**src/rtl/vd_pkg.sv**
```systemverilog
`timescale 1ns/1ps
package vd_pkg;

  typedef enum logic [1:0] {PH_IDLE, PH_RUN, PH_LATCH} vd_phase_e;

  // Expected code pair for input u leaving state s; bit 1 is the first code bit.
  function automatic logic [1:0] code_pair(input int k, input int g0, input int g1,
                                           input int u, input int s);
    int r;
    r = (u << (k - 1)) | s;
    return {^(r & g0), ^(r & g1)};
  endfunction

  // Cost of expecting code bit c from a soft value y of width w.
  function automatic int branch_cost(input int w, input int y, input int c);
    return (c != 0) ? ((1 << w) - 1 - y) : y;
  endfunction

  function automatic logic carry_out(input logic x, input logic y, input logic ci);
    return (x & y) | (x & ci) | (y & ci);
  endfunction

  // Borrow out of x - y - bin.
  function automatic logic borrow_out(input logic x, input logic y, input logic bin);
    return (~x & y) | (~(x ^ y) & bin);
  endfunction

endpackage

```
**src/rtl/vd_ctrl.sv**
```systemverilog
`timescale 1ns/1ps
module vd_ctrl import vd_pkg::*; #(
  parameter int PM_W  = 8,
  parameter int DEPTH = 32
) (
  input  logic clk,
  input  logic rst,
  input  logic in_valid,
  output logic in_ready,
  output logic accept,
  output logic run,
  output logic latch,
  output logic out_valid
);
  localparam int CW = (PM_W > 1) ? $clog2(PM_W) : 1;
  localparam int SW = $clog2(DEPTH + 1);

  vd_phase_e       phase;
  logic [CW-1:0]   cnt;
  logic [SW-1:0]   steps;

  assign in_ready = (phase == PH_IDLE);
  assign accept   = in_ready & in_valid;
  assign run      = (phase == PH_RUN);
  assign latch    = (phase == PH_LATCH);

  always_ff @(posedge clk) begin
    if (rst) begin
      phase     <= PH_IDLE;
      cnt       <= '0;
      steps     <= '0;
      out_valid <= 1'b0;
    end else begin
      out_valid <= 1'b0;
      case (phase)
        PH_IDLE: begin
          if (in_valid) begin
            phase <= PH_RUN;
            cnt   <= '0;
          end
        end
        PH_RUN: begin
          if (cnt == CW'(PM_W - 1)) phase <= PH_LATCH;
          else                      cnt   <= cnt + 1'b1;
        end
        PH_LATCH: begin
          phase     <= PH_IDLE;
          out_valid <= (steps >= SW'(DEPTH - 1));
          if (steps != SW'(DEPTH)) steps <= steps + 1'b1;
        end
        default: phase <= PH_IDLE;
      endcase
    end
  end
endmodule

```
**src/rtl/vd_bm_serial.sv**
```systemverilog
`timescale 1ns/1ps
module vd_bm_serial import vd_pkg::*; #(
  parameter int SOFT_W = 3,
  parameter int PM_W   = 8
) (
  input  logic              clk,
  input  logic              load,
  input  logic              shift,
  input  logic [SOFT_W-1:0] y0,
  input  logic [SOFT_W-1:0] y1,
  output logic [3:0]        bm_bit
);
  // One shift register per expected code pair, sent LSB first.
  for (genvar k = 0; k < 4; k++) begin : g_pair
    logic [PM_W-1:0] sr;
    always_ff @(posedge clk) begin
      if (load)
        sr <= PM_W'(branch_cost(SOFT_W, int'(y0), (k >> 1) & 1) +
                    branch_cost(SOFT_W, int'(y1), k & 1));
      else if (shift)
        sr <= sr >> 1;
    end
    assign bm_bit[k] = sr[0];
  end
endmodule

```
**src/rtl/vd_acs.sv**
```systemverilog
`timescale 1ns/1ps
module vd_acs import vd_pkg::*; #(
  parameter int PM_W      = 8,
  parameter bit INIT_ZERO = 1'b0
) (
  input  logic            clk,
  input  logic            rst,
  input  logic            clr,
  input  logic            run,
  input  logic            latch,
  input  logic            norm,
  input  logic            pa,
  input  logic            pb,
  input  logic            ba,
  input  logic            bb,
  output logic            pm_lsb,
  output logic            win_msb,
  output logic            pick_b,
  output logic [PM_W-1:0] pm_q
);
  localparam logic [PM_W-1:0] INIT     = INIT_ZERO ? {PM_W{1'b0}} : {PM_W{1'b1}};
  localparam logic [PM_W-1:0] MSB_MASK = {1'b0, {(PM_W-1){1'b1}}};

  logic [PM_W-1:0] sa, sb, win;
  logic            ca, cb, bo;
  logic            sbit_a, sbit_b;

  assign sbit_a = pa ^ ba ^ ca;
  assign sbit_b = pb ^ bb ^ cb;

  always_ff @(posedge clk) begin
    if (rst) begin
      pm_q <= INIT;
      ca   <= 1'b0;
      cb   <= 1'b0;
      bo   <= 1'b0;
    end else if (clr) begin
      ca <= 1'b0;
      cb <= 1'b0;
      bo <= 1'b0;
    end else if (run) begin
      ca   <= carry_out(pa, ba, ca);
      cb   <= carry_out(pb, bb, cb);
      bo   <= borrow_out(sbit_b, sbit_a, bo);
      pm_q <= pm_q >> 1;
    end else if (latch) begin
      pm_q <= norm ? (win & MSB_MASK) : win;
    end
  end

  always_ff @(posedge clk) begin
    if (run) begin
      sa <= {sbit_a, sa[PM_W-1:1]};
      sb <= {sbit_b, sb[PM_W-1:1]};
    end
  end

  // b wins only when strictly smaller; a carried sum counts as larger.
  assign pick_b  = (ca != cb) ? ca : bo;
  assign win     = pick_b ? (cb ? {PM_W{1'b1}} : sb) : (ca ? {PM_W{1'b1}} : sa);
  assign win_msb = win[PM_W-1];
  assign pm_lsb  = pm_q[0];
endmodule

```
**src/rtl/vd_surv.sv**
```systemverilog
`timescale 1ns/1ps
module vd_surv #(
  parameter int NS    = 16,
  parameter int DEPTH = 32
) (
  input  logic          clk,
  input  logic          rst,
  input  logic          latch,
  input  logic [NS-1:0] pick,
  output logic          oldest_next
);
  localparam int HALF = NS / 2;

  logic [DEPTH-1:0] surv [NS];
  logic [DEPTH-1:0] nxt  [NS];

  for (genvar n = 0; n < NS; n++) begin : g_state
    localparam int PE = 2 * (n % HALF);
    logic [DEPTH-1:0] src;
    assign src    = pick[n] ? surv[PE + 1] : surv[PE];
    assign nxt[n] = (src << 1) | DEPTH'(n / HALF);
    always_ff @(posedge clk) begin
      if (rst)        surv[n] <= '0;
      else if (latch) surv[n] <= nxt[n];
    end
  end

  assign oldest_next = nxt[0][DEPTH-1];
endmodule

```
**src/rtl/viterbi_serial_dec.sv**
```systemverilog
`timescale 1ns/1ps
module viterbi_serial_dec import vd_pkg::*; #(
  parameter int K      = 5,
  parameter int G0     = 19,
  parameter int G1     = 29,
  parameter int SOFT_W = 3,
  parameter int PM_W   = 8,
  parameter int DEPTH  = 32
) (
  input  logic              clk,
  input  logic              rst,
  input  logic              in_valid,
  output logic              in_ready,
  input  logic [SOFT_W-1:0] soft_a,
  input  logic [SOFT_W-1:0] soft_b,
  output logic              out_valid,
  output logic              out_bit
);
  localparam int NS   = 1 << (K - 1);
  localparam int HALF = NS / 2;

  logic            accept_evt, run_evt, latch_evt;
  logic [3:0]      bm_bit;
  logic [NS-1:0]   lsb_vec, win_msb_vec, pick_vec, pm_msb_vec;
  logic [PM_W-1:0] pm_all [NS];
  logic [PM_W-1:0] pm0_val;
  logic            norm_now, oldest_next;

  vd_ctrl #(.PM_W(PM_W), .DEPTH(DEPTH)) u_ctrl (
    .clk(clk), .rst(rst), .in_valid(in_valid), .in_ready(in_ready),
    .accept(accept_evt), .run(run_evt), .latch(latch_evt), .out_valid(out_valid)
  );

  vd_bm_serial #(.SOFT_W(SOFT_W), .PM_W(PM_W)) u_bm (
    .clk(clk), .load(accept_evt), .shift(run_evt),
    .y0(soft_a), .y1(soft_b), .bm_bit(bm_bit)
  );

  assign norm_now = &win_msb_vec;

  for (genvar n = 0; n < NS; n++) begin : g_node
    localparam int PE = 2 * (n % HALF);
    localparam int UB = n / HALF;
    localparam logic [1:0] CA = code_pair(K, G0, G1, UB, PE);
    localparam logic [1:0] CB = code_pair(K, G0, G1, UB, PE + 1);
    vd_acs #(.PM_W(PM_W), .INIT_ZERO(n == 0)) u_acs (
      .clk(clk), .rst(rst), .clr(accept_evt), .run(run_evt), .latch(latch_evt),
      .norm(norm_now), .pa(lsb_vec[PE]), .pb(lsb_vec[PE + 1]),
      .ba(bm_bit[CA]), .bb(bm_bit[CB]), .pm_lsb(lsb_vec[n]),
      .win_msb(win_msb_vec[n]), .pick_b(pick_vec[n]), .pm_q(pm_all[n])
    );
    assign pm_msb_vec[n] = pm_all[n][PM_W-1];
  end

  assign pm0_val = pm_all[0];

  vd_surv #(.NS(NS), .DEPTH(DEPTH)) u_surv (
    .clk(clk), .rst(rst), .latch(latch_evt), .pick(pick_vec), .oldest_next(oldest_next)
  );

  always_ff @(posedge clk) begin
    if (rst)            out_bit <= 1'b0;
    else if (latch_evt) out_bit <= oldest_next;
  end
endmodule

```
**config.mk**
```make
export PLATFORM = sky130hd
export DESIGN_NAME = viterbi_serial_dec
export DESIGN_NICKNAME = d
export VERILOG_FILES = /design/src/rtl/vd_pkg.sv /design/src/rtl/vd_ctrl.sv /design/src/rtl/vd_bm_serial.sv /design/src/rtl/vd_acs.sv /design/src/rtl/vd_surv.sv /design/src/rtl/viterbi_serial_dec.sv
export SDC_FILE = /design/constraint.sdc
export NUM_CORES = 2
export LEC_CHECK = 0
export BUFFER_PORTS_ARGS = -buffer_cell sky130_fd_sc_hd__clkbuf_2
export CAP_MARGIN = 25
export CORE_MARGIN = 3
export CORE_UTILIZATION = 35
export DETAILED_ROUTE_END_ITERATION = 7
export GPL_ROUTABILITY_DRIVEN = 0
export GPL_TIMING_DRIVEN = 0
export HOLD_SLACK_MARGIN = 0.1
export PLACE_DENSITY = 0.57
export SLEW_MARGIN = 20
export SYNTH_ARGS = -nofsm -noshare
export SYNTH_HDL_FRONTEND = slang
export SYNTH_SLANG_ARGS = --single-unit
```
**constraint.sdc**
```tcl
create_clock -name clk -period 9.6 [get_ports clk]
set_input_delay 0.96 -clock clk [delete_from_list [all_inputs] [get_ports clk]]
set_output_delay 0.96 -clock clk [all_outputs]
set_load 0.01 [all_outputs]
```
==> impl_metrics.yaml <==
floorplanning:
  core_area_sq_um: 106000
  die_height_um: 333
  die-width_um: 333
  num_rows: 119
  io_pins: 12
  die-area_sq_um: 111000
  initial_core_util: 0.354
timing:
  setup_tns_ns: 0
  min_period_over_period: 0.434
  report.final.setup_viol: 0
  fin_crit_ns: 4.17
  hold_viol_final: 0
  clock.fmax_mhz: 240
  skew_ns: 0.0218
  worst_slew_pin_slew_ns: 0.959
  max-slew-margin-rel: 0.359
  rsz0062_at_grt: "no"
  drv_slew: 0
clock_tree:
  clk_root_buffer_cell: "clkbuf_16"
  cts_resized: 0
  worstSkewPairLatency_ns: 0.65
  clk_pin_slew_worst_paths_ns: 0.06
  cts.sinks: 885
  cts_hold_buf: 0
  cts_buffers: 89
  cts.path.max_buffers: 3
  htree_levels: 3
  post_cts_buffers: 0
  cts_tree: "built"
synthesis:
  synth_ff_type: "edfxtp_1"
  synth_fa_ha_area_frac: 0.0309
  synth_largest_area_cell: "edfxtp_1"
  ys_ff_latch: 885
  synth_top_family_by_area: "compound AO/OA/AOI/OAI gates"
  synth_xor_area_frac: 0.00210
  async_flop_share: 0
  syn_area_sq_um: 37500
  synth_simple_gate_area_share: 0.113
  synthTopCellsByArea: "edfxtp_1 (56%), dfxtp_1 (10%), nand2_1 (8.4%)"
  synthMuxAreaShare: 0.000902
  synth-edff-count: 695
  synthTopCellsByCount: "nand2_1 (843), edfxtp_1 (695), a21oi_1 (440)"
  yosysSeqAreaShare: 0.659
  synth-compound-area-share: 0.158
  synthesis.nets: 3377
  ys_warn_count: 0
  ys_types: 52
  syn-instance-count: 3297
  synth.most_common_cell: "nand2_1"
  synth_top_area_frac: 0.557
  avgSynthCellArea_sq_um: 11.4
setup_path:
  timing.critical_path.from: "rst"
  arrival_ns: 4.49
  worstReg2RegStart: "u_ctrl.phase[1]$_SDFFE_PP0P_"
  crit_fanout: 51
  cp.required_ns: 9.92
  ff2ff_path_depth: 7
  crit_type: "in2reg"
  start_kind: "input pin"
  crit_path_end_kind: "flip-flop"
routing:
  num_vias: 25600
  drt-total-wl_um: 97400
  drt-wirelength-per-cell_um: 20.0
  viasPerCell: 5.25
  drc: 0
  ant_nets: 0
  dr.pass1.iters: 5
  first_iter_violations: 2498
min_path:
  hp-start: "g_node[12].u_acs.sa[3]$_DFFE_PP_"
  hold_path_class: "reg2reg"
  worstHoldPathCells: 0
power:
  ir_worst_vdd_mv: 0.125
  pwr_density_cell_nw_per_um2: 214
  p_leak_nw: 14.7
placed_design:
  io_buffers: 10
  placed_cells_incl_taps: 4712
  hpwl_um: 70000
status:
  status: "finished clean"
grt:
  overflow: 0
  grt_pass1_vias: 24500
  grt_first_pass_wirelength_um: 151000
  grt_usage: 0.174
  grt_max_degree: 54
  antenna_found_initial: 0
layout:
  regArea_sq_um: 24700
  nFillCells: 10100
  layout.nets: 3492
  diodes: 0
  multi_input_area_sq_um: 11400
  area_growth_pct: 13.6
  finalNonFillerCells: 4875
  drive_above_1_share: 0.0847
run:
  maxCapViolations: 0
-- sequential cells by signal, summed over array words and instances (netlist names) --
signal	cells
u_surv.surv	424
g_node.u_acs.pm_q	128
g_node.u_acs.sa	128
g_node.u_acs.sb	128
g_node.u_acs.bo	16
g_node.u_acs.ca	16
g_node.u_acs.cb	16
u_bm.g_pair.sr	16
u_ctrl.steps	6
u_ctrl.cnt	3
u_ctrl.phase	2
out_bit	1
u_ctrl.out_valid	1
-- metrics by stage --
step           total power, mW  worst slack [ns]  hold WS (ns)  utilization  instance area, sq um
2_1_floorplan             5.28              1.21         0.427            -                 37500
3_3_place_gp              5.62             -2.41         0.428        0.371                 39300
3_5_place_dp              5.61              4.79         0.432        0.375                 39600
4_1_cts                   9.17              5.46         0.448        0.403                 42600
5_1_grt                   9.47              5.31         0.454        0.403                 42600
6_report                  9.10              5.43         0.447        0.403                 42600
-- where the power goes --
| part | switching, mW | total (mW) | internal [mW] |
|---|---|---|---|
| registers | 0.141 | 4.56 | 4.41 |
| logic | 0.671 | 0.975 | 0.305 |
| clock network | 1.48 | 3.56 | 2.09 |
-- layer usage --
layer / vias up / routed length (um) / share of wire / GRT usage
li1: 12100 / - / - / -
met1: 12700 / 44700 / 0.46 / 0.245
met5: - / 0 / 0 / 0
met2: 708 / 45200 / 0.46 / 0.278
met4: 0 / 2850 / 0.029 / 0.0556
met3: 146 / 4670 / 0.048 / 0.0226
-- cells in the final DEF (no fill, tap or decap), drive strengths merged, types with 2 or more instances in the layout --
master and n:
nand2 843, edfxtp 695, a21oi 441, clkbuf 261, dfxtp 190, nor2 168
a211oi 137, o22ai 105, a211o 105, inv 103, buf 101, o21ai 45
fa 36, clkinv 36, ha 35, o32ai 23, nor2b 17, and3 17
o21bai 16, or2 16, o31ai 15, o21a 14, bufinv 11, o211ai 7
and2 6, xor2 5, xnor2 4, a21o 4, nor4 4, mux2 3
nand4 3, nand3 2, nand2b 2, nor3 2, a22oi 2, clkinvlp 2
-- area by class of cell --
class                           instances  area share
Sequential cell                       885       0.580
Tap cell                             1391      0.0409
Inverter                              101     0.00891
Clock inverter                         51      0.0126
Multi-Input combinational cell       2085       0.269
Buffer                                226      0.0230
Timing Repair Buffer                   24     0.00905
Clock buffer                          112      0.0571
-- worst max-delay path: stages --
cell      delay [ns]
clkbuf_1        0.57
clkbuf_1        0.69
clkbuf_1        0.56
or2_4           0.69
buf_16          0.34
buf_16          0.27
buf_16          0.27
-- cells by family after synthesis --
family                     count (synthesis)
and+or+nand+nor                         1082
AOI/OAI and AO/OA                        920
DFF                                      885
buffers and inverters                    327
adders and majority gates                 71
xor gates and xnor gates                   9
muxes                                      3
-- path summary, 6_finish.rpt --
| kind | to | slack (ns) |
|---|---|---|
| hold / removal | g_node[12].u_acs.sa[2]$_DFFE_PP_ | 0.45 |
| setup reg to reg | u_bm.g_pair[1].sr[2]$_DFFE_PP_ | 5.85 |
| setup / recovery | u_surv.surv[1][121]$_SDFFCE_PN0P_ | 5.43 |
| hold reg to reg | g_node[12].u_acs.sa[2]$_DFFE_PP_ | 0.45 |
Power figures use the tool's default switching activity.
